### src/rtl/mbox_pkg.sv
package mbox_pkg;
  localparam int WORD_W = 32;

  typedef struct packed {
    logic              pushIn;
    logic [WORD_W-1:0] pushData;
    logic              popOut;
  } seqStrobe_t;

  typedef enum logic [1:0] {
    RES_OK      = 2'd0,
    RES_IOERR   = 2'd1,
    RES_TIMEOUT = 2'd2
  } seqRes_t;

  localparam logic [1:0] OP_RECV = 2'd1;
  localparam logic [1:0] OP_XCHG = 2'd2;

  localparam logic [1:0] ADDR_DATA = 2'd0;
  localparam logic [1:0] ADDR_STAT = 2'd1;
  localparam logic [1:0] ADDR_CTRL = 2'd2;
  localparam logic [1:0] ADDR_MBOX = 2'd3;
endpackage

### src/rtl/msg_fifo.sv
module msg_fifo #(
  parameter int WIDTH = 32,
  parameter int DEPTH = 4
) (
  input  logic             clk,
  input  logic             rstN,
  input  logic             pushEn,
  input  logic [WIDTH-1:0] pushData,
  input  logic             popEn,
  output logic [WIDTH-1:0] head,
  output logic             empty,
  output logic             full
);
  localparam int AW = (DEPTH > 1) ? $clog2(DEPTH) : 1;
  localparam int CW = $clog2(DEPTH + 1);

  logic [WIDTH-1:0] mem [DEPTH];
  logic [AW-1:0] wrPtr, rdPtr;
  logic [CW-1:0] count;
  logic doPush, doPop;

  assign empty  = (count == '0);
  assign full   = (count == CW'(DEPTH));
  assign doPush = pushEn && !full;
  assign doPop  = popEn && !empty;
  assign head   = mem[rdPtr];

  function automatic logic [AW-1:0] nextPtr(input logic [AW-1:0] p);
    return (p == AW'(DEPTH - 1)) ? '0 : p + 1'b1;
  endfunction

  always_ff @(posedge clk) begin
    if (!rstN) begin
      wrPtr <= '0;
      rdPtr <= '0;
      count <= '0;
    end else begin
      if (doPush) begin
        mem[wrPtr] <= pushData;
        wrPtr <= nextPtr(wrPtr);
      end
      if (doPop) rdPtr <= nextPtr(rdPtr);
      if (doPush && !doPop) count <= count + 1'b1;
      else if (doPop && !doPush) count <= count - 1'b1;
    end
  end
endmodule

### src/rtl/mbox_datapath.sv
module mbox_datapath
  import mbox_pkg::*;
#(
  parameter int DEPTH = 4
) (
  input  logic              clk,
  input  logic              rstN,
  input  logic              hostWrEn,
  input  logic              hostRdEn,
  input  logic [1:0]        hostAddr,
  input  logic [WORD_W-1:0] hostWrData,
  output logic [WORD_W-1:0] hostRdData,
  input  logic              engPopEn,
  output logic [WORD_W-1:0] engPopData,
  output logic              engInEmpty,
  input  logic              engPushEn,
  input  logic [WORD_W-1:0] engPushData,
  output logic              engOutFull,
  input  logic              seqBusy,
  input  seqStrobe_t        seqStb,
  output logic              inEmpty,
  output logic              inFull,
  output logic              outEmpty,
  output logic [WORD_W-1:0] outHead
);
  // ctrlBits: [3]=bit25 [2]=bit24 [1]=bit17 [0]=bit16
  logic [3:0]  ctrlBits;
  logic [15:0] mboxReg;
  logic inEnable, outEnable, inPush, outPop, outPush, outFull, mbInt;
  logic [WORD_W-1:0] inData, statusWord, ctrlWord;

  assign inEnable  = ctrlBits[1] | ctrlBits[3];
  assign outEnable = ctrlBits[0] | ctrlBits[2];
  assign inPush  = inEnable & (seqBusy ? seqStb.pushIn
                                       : (hostWrEn && hostAddr == ADDR_DATA));
  assign inData  = seqBusy ? seqStb.pushData : hostWrData;
  assign outPop  = seqBusy ? seqStb.popOut : (hostRdEn && hostAddr == ADDR_DATA);
  assign outPush = outEnable & engPushEn;

  msg_fifo #(.WIDTH(WORD_W), .DEPTH(DEPTH)) inFifo_i (
    .clk(clk), .rstN(rstN), .pushEn(inPush), .pushData(inData),
    .popEn(engPopEn), .head(engPopData), .empty(inEmpty), .full(inFull));

  msg_fifo #(.WIDTH(WORD_W), .DEPTH(DEPTH)) outFifo_i (
    .clk(clk), .rstN(rstN), .pushEn(outPush), .pushData(engPushData),
    .popEn(outPop), .head(outHead), .empty(outEmpty), .full(outFull));

  assign engInEmpty = inEmpty;
  assign engOutFull = outFull;
  assign mbInt = |(mboxReg[7:0] & ~mboxReg[15:8]);

  always_comb begin
    statusWord = '0;
    statusWord[16] = !outEmpty;
    statusWord[17] = !inFull;
    statusWord[18] = !outFull;
    statusWord[19] = !inEmpty;
    statusWord[20] = mbInt;
    statusWord[21] = ctrlBits[3] & inEmpty;
    statusWord[22] = ctrlBits[2] & !outEmpty;
    ctrlWord = '0;
    ctrlWord[16] = ctrlBits[0];
    ctrlWord[17] = ctrlBits[1];
    ctrlWord[24] = ctrlBits[2];
    ctrlWord[25] = ctrlBits[3];
    case (hostAddr)
      ADDR_DATA: hostRdData = outEmpty ? '0 : outHead;
      ADDR_STAT: hostRdData = statusWord;
      ADDR_CTRL: hostRdData = ctrlWord;
      default:   hostRdData = {16'h0, mboxReg};
    endcase
  end

  always_ff @(posedge clk) begin
    if (!rstN) begin
      ctrlBits <= 4'b0011;
      mboxReg  <= 16'hF0F0;
    end else if (hostWrEn) begin
      if (hostAddr == ADDR_CTRL)
        ctrlBits <= {hostWrData[25], hostWrData[24], hostWrData[17], hostWrData[16]};
      if (hostAddr == ADDR_MBOX) mboxReg <= hostWrData[15:0];
    end
  end
endmodule

### src/rtl/mbox_seq.sv
module mbox_seq
  import mbox_pkg::*;
#(
  parameter int POLL_CYCLES = 4,
  parameter int MAX_POLLS   = 1000
) (
  input  logic              clk,
  input  logic              rstN,
  input  logic              seqStart,
  input  logic [1:0]        seqOp,
  input  logic [WORD_W-1:0] seqWord0,
  input  logic [WORD_W-1:0] seqWord1,
  input  logic              inEmpty,
  input  logic              inFull,
  input  logic              outEmpty,
  input  logic [WORD_W-1:0] outHead,
  output seqStrobe_t        seqStb,
  output logic              seqBusy,
  output logic              seqDone,
  output logic [1:0]        seqCode,
  output logic [WORD_W-1:0] seqRx0,
  output logic [WORD_W-1:0] seqRx1
);
  localparam int TW = (POLL_CYCLES > 1) ? $clog2(POLL_CYCLES) : 1;
  localparam int PW = (MAX_POLLS > 1) ? $clog2(MAX_POLLS) : 1;

  typedef enum logic [2:0] {S_IDLE, S_W0, S_W1, S_DRAIN, S_RECV} state_t;
  state_t state;
  logic [1:0] opQ;
  logic [WORD_W-1:0] tx0, tx1;
  logic rxCnt;
  logic [TW-1:0] tick;
  logic [PW-1:0] polls;
  logic pollExpire, replyBad;

  assign seqBusy    = (state != S_IDLE);
  assign pollExpire = (tick == TW'(POLL_CYCLES - 1)) && (polls == PW'(MAX_POLLS - 1));
  assign replyBad   = (opQ == OP_XCHG) && ((seqRx0 != tx0) || (outHead != tx1));

  always_comb begin
    seqStb = '0;
    case (state)
      S_W0:   if (inEmpty) begin seqStb.pushIn = 1'b1; seqStb.pushData = tx0; end
      S_W1:   if (!inFull) begin seqStb.pushIn = 1'b1; seqStb.pushData = tx1; end
      S_RECV: seqStb.popOut = !outEmpty;
      default: ;
    endcase
  end

  always_ff @(posedge clk) begin
    if (!rstN) begin
      state <= S_IDLE; opQ <= '0; tx0 <= '0; tx1 <= '0; rxCnt <= 1'b0;
      tick <= '0; polls <= '0; seqDone <= 1'b0; seqCode <= RES_OK;
      seqRx0 <= '0; seqRx1 <= '0;
    end else begin
      seqDone <= 1'b0;
      case (state)
        S_IDLE: if (seqStart) begin
          opQ <= seqOp; tx0 <= seqWord0; tx1 <= seqWord1;
          rxCnt <= 1'b0; tick <= '0; polls <= '0;
          state <= (seqOp == OP_RECV) ? S_RECV : S_W0;
        end
        S_W0: if (!inEmpty) begin
          state <= S_IDLE; seqDone <= 1'b1; seqCode <= RES_IOERR;
        end else state <= S_W1;
        S_W1: if (inFull) begin
          state <= S_IDLE; seqDone <= 1'b1; seqCode <= RES_IOERR;
        end else state <= S_DRAIN;
        S_DRAIN: if (inEmpty) begin
          if (opQ == OP_XCHG) begin
            state <= S_RECV; tick <= '0; polls <= '0;
          end else begin
            state <= S_IDLE; seqDone <= 1'b1; seqCode <= RES_OK;
          end
        end else if (pollExpire) begin
          state <= S_IDLE; seqDone <= 1'b1; seqCode <= RES_TIMEOUT;
        end else if (tick == TW'(POLL_CYCLES - 1)) begin
          tick <= '0; polls <= polls + 1'b1;
        end else tick <= tick + 1'b1;
        S_RECV: if (!outEmpty) begin
          if (!rxCnt) begin
            seqRx0 <= outHead; rxCnt <= 1'b1;
          end else begin
            seqRx1 <= outHead; state <= S_IDLE; seqDone <= 1'b1;
            seqCode <= replyBad ? RES_IOERR : RES_OK;
          end
        end else if (pollExpire) begin
          state <= S_IDLE; seqDone <= 1'b1; seqCode <= RES_TIMEOUT;
        end else if (tick == TW'(POLL_CYCLES - 1)) begin
          tick <= '0; polls <= polls + 1'b1;
        end else tick <= tick + 1'b1;
        default: state <= S_IDLE;
      endcase
    end
  end
endmodule

### src/rtl/msg_mailbox.sv
module msg_mailbox
  import mbox_pkg::*;
#(
  parameter int DEPTH       = 4,
  parameter int POLL_CYCLES = 4,
  parameter int MAX_POLLS   = 1000
) (
  input  logic        clk,
  input  logic        rstN,
  input  logic        hostWrEn,
  input  logic        hostRdEn,
  input  logic [1:0]  hostAddr,
  input  logic [31:0] hostWrData,
  output logic [31:0] hostRdData,
  input  logic        engPopEn,
  output logic [31:0] engPopData,
  output logic        engInEmpty,
  input  logic        engPushEn,
  input  logic [31:0] engPushData,
  output logic        engOutFull,
  input  logic        seqStart,
  input  logic [1:0]  seqOp,
  input  logic [31:0] seqWord0,
  input  logic [31:0] seqWord1,
  output logic        seqBusy,
  output logic        seqDone,
  output logic [1:0]  seqCode,
  output logic [31:0] seqRx0,
  output logic [31:0] seqRx1
);
  seqStrobe_t seqStb;
  logic inEmpty, inFull, outEmpty;
  logic [WORD_W-1:0] outHead;

  mbox_datapath #(.DEPTH(DEPTH)) dp_i (
    .clk(clk), .rstN(rstN), .hostWrEn(hostWrEn), .hostRdEn(hostRdEn),
    .hostAddr(hostAddr), .hostWrData(hostWrData), .hostRdData(hostRdData),
    .engPopEn(engPopEn), .engPopData(engPopData), .engInEmpty(engInEmpty),
    .engPushEn(engPushEn), .engPushData(engPushData), .engOutFull(engOutFull),
    .seqBusy(seqBusy), .seqStb(seqStb), .inEmpty(inEmpty), .inFull(inFull),
    .outEmpty(outEmpty), .outHead(outHead));

  mbox_seq #(.POLL_CYCLES(POLL_CYCLES), .MAX_POLLS(MAX_POLLS)) seq_i (
    .clk(clk), .rstN(rstN), .seqStart(seqStart), .seqOp(seqOp),
    .seqWord0(seqWord0), .seqWord1(seqWord1), .inEmpty(inEmpty),
    .inFull(inFull), .outEmpty(outEmpty), .outHead(outHead), .seqStb(seqStb),
    .seqBusy(seqBusy), .seqDone(seqDone), .seqCode(seqCode),
    .seqRx0(seqRx0), .seqRx1(seqRx1));
endmodule

### config.mk
export PLATFORM = sky130hd
export DESIGN_NAME = msg_mailbox
export DESIGN_NICKNAME = d
export VERILOG_FILES = /design/src/rtl/mbox_pkg.sv /design/src/rtl/msg_fifo.sv /design/src/rtl/mbox_datapath.sv /design/src/rtl/mbox_seq.sv /design/src/rtl/msg_mailbox.sv
export SDC_FILE = /design/constraint.sdc
export NUM_CORES = 1
export LEC_CHECK = 0
export BUFFER_PORTS_ARGS = -buffer_cell sky130_fd_sc_hd__clkbuf_2
export CORE_ASPECT_RATIO = 1.75
export CORE_MARGIN = 10
export CORE_UTILIZATION = 33
export CTS_CLUSTER_SIZE = 12
export DETAILED_ROUTE_END_ITERATION = 10
export REMOVE_ABC_BUFFERS = 1
export SLEW_MARGIN = 0
export SYNTH_ARGS = -nofsm -noshare
export SYNTH_HDL_FRONTEND = slang
export SYNTH_HIERARCHICAL = 1
export SYNTH_SLANG_ARGS = --single-unit
### constraint.sdc
create_clock -name clk -period 3.74 [get_ports clk]
set_clock_uncertainty 0.1 [all_clocks]
set_input_delay 0.748 -clock clk [delete_from_list [all_inputs] [get_ports clk]]
set_output_delay 0.748 -clock clk [all_outputs]
set_load 0.02 [all_outputs]
==> summary.txt, run 1 <==
Critical path
  – Worst r2r dst: seq_i/seqCode[0]
  – Setup CP Type: register to output pin
  – Crit path max fanout: 12
  – Worst Path Arrival: 2810 ps
  – Worst Path Required: a little under 3000 ps
  – Critical Path Start Type: register
  – Worst reg2reg path depth: 7
  – Reg2reg setup slack: 210 ps
  – Endpoint class of the critical path: output pin

Floorplanning
  – IO Count: between 200 and 300
  – Row count: approximately 110
  – Die area: roughly 66000 um^2
  – Die Ht: about 330 um
  – Core area: approximately 55000 um^2
  – Die width: 199 um
  – Initial core utilization: 0.335

Clocking
  – Post-CTS resize count: 0
  – TritonCTS Sinks: 443
  – Root buf cell: clkbuf_16
  – Hold_buf cts: 0
  – TritonCTS clock tree: done
  – H-Tree Depth: 2
  – Total CTS buffers: 44
  – Post-CTS Setup Repair Bufs: 0
  – Clock buffer depth: 3
  – Clk Latency, worst-skew pair: roughly 560 ps
  – CTS clk-pin slew, worst paths: 60 ps

Detailed routing
  – Total Routed Length: approximately 60 mm
  – Via Count: between 10000 and 15000
  – Post-DRT Antenna Nets: 0
  – Drt first pass iters: 8
  – Vias per inst: about 5.2
  – DR iter-0 viols: between 800 and 900
  – DR WL/cell: between 20 and 25 um
  – DRC violations left: 0

Pwr
  – PnR Total Power: approximately 13 mW
  – Power density cells: 611 nW/um^2
  – VDD IR max: between 0.3 and 0.4 mV
  – Leak Pwr: between 8 and 9 nW

Yosys
  – Ys async rst share: 0
  – Post-synth cell types: 66
  – Top FF cell, synth: edfxtp_1
  – EDFF count, synth: roughly 260
  – Yosys warns: 6
  – Synth Register Bits: about 440
  – Post-synth top area cell: edfxtp_1
  – Synthesized cell area: 18500 um^2
  – Mapped Cells: 1454
  – Top-area cell type share of the netlist area: 0.415
  – Avg Cell Area, Syn: 12.7 um^2
  – Synth top area cells: edfxtp_1 42%, dfxtp_1 20%, mux4_2 7.3%, nand2_1 6.5%, a21oi_1 3.8%
  – Sequential area share after synthesis: 0.617

STA
  – Max Freq: roughly 0.27 GHz
  – Slew headroom: 0.274
  – Pins over their slew limit: 0
  – Worst slew pin tran: roughly 1100 ps
  – Post-route minimum period: about 3700 ps
  – Period utilization: 0.979
  – Hold Fails Final Rpt: 0
  – Unrepaired setup endpoints after global routing: no
  – Setup-failing EPs final: 0

Cells and area
  – Fill cell count: roughly 5400
  – Final std cells w/o fill: 2454
  – Sequential cell area: 11400 um^2
  – Proportion of layout cells with a drive suffix above 1: 0.274
  – Multi-input gate area in the final layout: approximately 6500 um^2
  – Most frequent cells in the layout: 321 x nand2_1, 272 x clkbuf_2, 256 x edfxtp_1
  – # nets final: ~1900
  – Layout area overhead: 18.0%
  – Commonest non-fill, non-tap cell in the layout: nand2_1

Min path
  – Worst Hold Path EP: seq_i/tx0[16]
  – Hold path startpoint: seqWord0[16]
  – Worst hold stages: 3
  – Min-delay worst type: input pin to register

Job
  – Max_cap viols: 0

Global route
  – First-pass GRT wire length: between 80 and 90 mm
  – Initial antenna violation count: 9
  – Largest net degree at the start of global routing: between 60 and 70
  – Total gr overflow: 0
  – All-Layer GR Usage: 0.175
  – Vias in the first global route: approximately 13000

Place
  – DP Wirelength: roughly 43 mm
  – Port-buffer cells: around 270
  – Dpl cells: 2373
  – Final GP Congestion: about 0.88

Run status
  – Outcome: complete, no violations
## cell usage after synthesis (3+ instances only)
| master | n |
|---|---|
| and3_1 | 11 |
| o211ai_1 | 9 |
| o21ai_0 | 17 |
| o22ai_1 | 5 |
| buf_2 | 26 |
| o2111ai_1 | 5 |
| a22o_1 | 48 |
| a22oi_1 | 3 |
| buf_6 | 7 |
| dfxtp_1 | 187 |
| nor4_1 | 20 |
| xor2_1 | 72 |
| mux4_1 | 4 |
| and2_1 | 13 |
| o21a_1 | 4 |
| inv_1 | 19 |
| clkbuf_1 | 39 |
| nand3_1 | 14 |
| nor3_1 | 6 |
| mux2_2 | 32 |
| nand2b_1 | 3 |
| nor2_1 | 19 |
| ha_1 | 14 |
| edfxtp_1 | 256 |
| or3_1 | 5 |
| nor2b_1 | 6 |
| buf_4 | 9 |
| mux4_2 | 60 |
| buf_12 | 6 |
| nand2_1 | 322 |
| a21boi_0 | 13 |
| nand4_1 | 7 |
| mux2i_1 | 9 |
| a31oi_1 | 3 |
| a21oi_1 | 140 |
## through the flow
| step | hold slack, ps | cell area, um^2 | utilization | setup TNS, ps | worst slack [ps] |
|---|---|---|---|---|---|
| final | 306 | 21800 | 0.395 | 0 | 77.4 |
| after global routing | 299 | 21800 | 0.395 | 0 | 20.7 |
| after CTS | 282 | 21800 | 0.395 | 0 | 101 |
| after detailed placement | 348 | 20600 | 0.371 | 0 | 120 |
| after global placement | 345 | 20600 | 0.371 | 0 | 119 |
| after floorplan | 345 | 18000 | - | -81600 | -652 |
## metal layers
layer	wire [um]	global-route usage	share of wire	up-vias
met5	80	0	0.0013	-
met4	2460	0.0717	0.041	14
met3	3910	0.0405	0.066	112
met2	29900	0.301	0.50	404
met1	23100	0.204	0.39	6335
li1	-	-	-	5826
## critical path: stages, from the launching register on
cell and delay (ps):
dfxtp_1 380, nor3_1 890, nor3_4 100, buf_4 290, buf_4 220, a22o_1 190
clkbuf_2 160
## state kept, by name (all words and copies together), names as in the netlist, 4 cells and up, named ones only
register / cells
dp_i/ctrlBits: 4
seq_i/tx0: 32
seq_i/seqRx1: 32
dp_i/inFifo_i/mem: 128
dp_i/mboxReg: 16
seq_i/polls: 10
seq_i/seqRx0: 32
seq_i/tx1: 32
dp_i/outFifo_i/mem: 128
## cell families after synthesis
family / after synthesis / synth area share
flops: 443 / 0.617
simple gates: 449 / 0.110
compound gates: 259 / 0.0889
xor+xnor: 74 / 0.0350
mux: 105 / 0.103
buf+inv: 108 / 0.0339
fa+ha+maj: 16 / 0.0116
## area by class of cell
type,instances,area share
Antenna cell,1,0.000115
Clock buffer,77,0.0581
Clock inverter,3,0.000974
Inverter,19,0.00338
Multi-Input combinational cell,903,0.296
Sequential cell,443,0.523
Tap cell,696,0.0399
Timing Repair Buffer,312,0.0783
## worst max-delay path by stage
stage                                 start                endpoint  slack, ps  cells after the start
floorplan            dp_i/inFifo_i/count[0]  dp_i/inFifo_i/count[2]       -650                     14
global placement                   register        seq_i/seqCode[0]        120                      7
CTS                                register        seq_i/seqCode[0]        100                      7
global route        dp_i/outFifo_i/count[0]           hostRdData[2]         20                      6
finish              dp_i/outFifo_i/count[1]           hostRdData[4]         80                      6
detailed placement                 register        seq_i/seqCode[0]        120                      7
## power breakdown
group,internal (mW),switching [mW]
logic,1.22,2.06
clock network,2.30,1.82
registers,5.63,0.322
No activity file was read; power rests on OpenSTA's default activity.
==> run 2: changes to the inputs <==
--- a/config.mk
+++ b/config.mk
@@ -8,5 +8,5 @@
 export BUFFER_PORTS_ARGS = -buffer_cell sky130_fd_sc_hd__clkbuf_2
-export CORE_ASPECT_RATIO = 1.75
 export CORE_MARGIN = 10
 export CORE_UTILIZATION = 33
+export CTS_CLUSTER_DIAMETER = 50
 export CTS_CLUSTER_SIZE = 12
--- a/constraint.sdc
+++ b/constraint.sdc
@@ -4,2 +4,2 @@
 set_output_delay 0.748 -clock clk [all_outputs]
-set_load 0.02 [all_outputs]
+set_load 0.05 [all_outputs]
==> summary.txt, run 2 (synthesized netlist as in run 1, its figures left out) <==
Run status
  – Outcome: complete, no violations

Min path
  – Min-delay worst type: input pin to register
  – Worst Hold Path EP: seq_i/tx0[1]
  – Worst hold stages: 3 (unchanged)
  – Hold path startpoint: seqWord0[1]

Place
  – Port-buffer cells: 272 (unchanged)
  – DP Wirelength: 41.0 mm (-5.4%)
  – Dpl cells: 2417 (+1.9%)
  – Final GP Congestion: 0.872 (-1.4%)

Clocking
  – TritonCTS Sinks: 443 (unchanged)
  – Total CTS buffers: 53 (+20%)
  – Root buf cell: clkbuf_16
  – Clock buffer depth: 3 (unchanged)
  – H-Tree Depth: 2 (unchanged)
  – Post-CTS Setup Repair Bufs: 0 (unchanged)
  – TritonCTS clock tree: done
  – Post-CTS resize count: 0 (unchanged)
  – CTS clk-pin slew, worst paths: 60 ps (about the same)
  – Clk Latency, worst-skew pair: 600 ps (+40 ps)
  – Hold_buf cts: 0 (unchanged)

Floorplanning
  – Initial core utilization: 0.335 (about the same)
  – Die area: 66000 um^2 (-0.56%)
  – Die width: 257 um (+29%)
  – Core area: 55300 um^2 (about the same)
  – IO Count: 273 (unchanged)
  – Die Ht: 257 um (-23%)
  – Row count: 86 (-25%)

Global route
  – Total gr overflow: 0 (unchanged)
  – All-Layer GR Usage: 0.170 (-0.00438)
  – Vias in the first global route: 12594 (-3.5%)
  – Met3 GRT Util: 0.0476 (+0.00702)
  – Initial antenna violation count: 4 (-5)
  – Met2 Usage GRT: 0.264 (-0.0374)
  – M1 GR Usage: 0.226 (+0.0226)
  – Gr busiest metal: met2
  – First-pass GRT wire length: 84.3 mm (-2.0%)
  – Largest net degree at the start of global routing: 79 (+16%)

Detailed routing
  – Total Routed Length: 58.0 mm (-2.3%)
  – Via Count: 12665 (-0.20%)
  – Post-DRT Antenna Nets: 0 (unchanged)
  – DR WL/cell: 23.0 um (-4.8%)
  – Vias per inst: 5.03 (-2.8%)
  – DRC violations left: 0 (unchanged)
  – DR iter-0 viols: 1077 (+32%)
  – Drt first pass iters: 5 (-3)

Cells and area
  – # nets final: 1879 (+0.053%)
  – Proportion of layout cells with a drive suffix above 1: 0.285 (+0.0111)
  – Commonest non-fill, non-tap cell in the layout: nand2_1
  – Most frequent cells in the layout: 321 x nand2_1, 272 x clkbuf_2, 256 x edfxtp_1
  – Top flop regs: dp_i/inFifo_i/mem: 128 flops, dp_i/outFifo_i/mem: 128 flops
  – Final std cells w/o fill: 2520 (+2.7%)
  – Layout area overhead: 20.3%

Critical path
  – Critical Path Start Type: register
  – Endpoint class of the critical path: output pin
  – Worst Path Required: 2890 ps (about the same)
  – Worst reg2reg path depth: 11 (+4)
  – Worst Path Arrival: 2680 ps (-130 ps)
  – Reg2reg start: seq_i/state[0]
  – Setup CP Type: register to output pin
  – Worst r2r dst: dp_i/inFifo_i/count[2]
  – Crit path max fanout: 14 (+2)
  – Reg2reg setup slack: 450 ps (+240 ps)

STA
  – Unrepaired setup endpoints after global routing: no
  – Post-route minimum period: 3530 ps (-134 ps)
  – Worst slew pin tran: 891 ps (-190 ps)
  – Pins over their slew limit: 0 (unchanged)
  – Period utilization: 0.943 (-0.0359)
  – Hold Fails Final Rpt: 0 (unchanged)
  – Max Freq: 0.283 GHz (+3.8%)
  – Setup-failing EPs final: 0 (unchanged)
  – Slew headroom: 0.406 (+0.132)

Pwr
  – Leak Pwr: 8.32 nW (+2.0%)
  – PnR Total Power: 14.7 mW (+10%)
  – Power density cells: 659 nW/um^2 (+7.9%)
  – VDD IR max: 0.374 mV (+5.6%)

Job
  – Max_cap viols: 0 (unchanged)
-- run 2: changes by cell type in the layout (fill, tap and decap cells not counted), moves of 2 or more --
cell / previous run / this run
buf_4: 36 / 27
clkinvlp_4: 0 / 2
clkbuf_8: 2 / 4
inv_4: 1 / 3
inv_6: 0 / 8
clkbuf_1: 29 / 16
clkbuf_16: 45 / 55
diode_2: 1 / 3
clkinv_2: 2 / 6
clkinv_1: 0 / 3
-- run 2: power by group --
| part | internal, mW | leakage (nW) | switching, mW | total [mW] |
|---|---|---|---|---|
| registers | 5.64 | 3.85 | 0.282 | 5.92 |
| clock network | 2.83 | 0.826 | 2.13 | 4.95 |
| logic | 1.21 | 3.65 | 2.59 | 3.80 |
-- run 2: how the worst max path moves through the flow --
stage	start	end	slack [ps]	depth (start not counted)
floorplan	dp_i/inFifo_i/count[0]	dp_i/inFifo_i/count[2]	-1340	14
global placement	hostAddr[0]	hostRdData[26]	520	5
detailed placement	hostAddr[0]	hostRdData[26]	490	5
CTS	dp_i/outFifo_i/count[0]	hostRdData[26]	160	6
global route	dp_i/outFifo_i/count[0]	hostRdData[26]	60	6
finish	dp_i/outFifo_i/count[0]	hostRdData[12]	210	6
-- run 2: layout make-up --
type	count	area, um^2
well taps	748	936
clock buffers	75	1490
inverters	19	73.8
clock inverters	25	195
multi-input cells	903	6460
repair buffers	304	1660
flip-flops and latches	443	11400
fillers	5309	33000
diodes	3	7.51
-- run 2: metrics by stage --
stage | worst slack (ps) | hold slack (ps) | setup TNS, ps | util | area [um^2]
6_report | 212 | 261 | 0 | 0.403 | 22300
5_1_grt | 59.5 | 240 | 0 | 0.402 | 22300
4_1_cts | 157 | 223 | 0 | 0.402 | 22300
3_5_place_dp | 487 | 349 | 0 | 0.372 | 20600
3_3_place_gp | 522 | 343 | 0 | 0.372 | 20600
2_1_floorplan | -1340 | 345 | -173160 | - | 18000
-- run 2: routing by layer --
metal / up-vias / share of wire / wire (um)
met5: - / 0.00047 / 27
met4: 4 / 0.029 / 1700
met3: 92 / 0.079 / 4580
met2: 432 / 0.45 / 26200
met1: 6283 / 0.44 / 25600
li1: 5854 / - / -
-- run 2: critical path, cell delays in order (launching register included) --
cell and delay (ps):
dfxtp_1 470, nor3_1 90, buf_4 180, nor3_4 540, buf_4 340, a22o_1 170
clkbuf_2 280
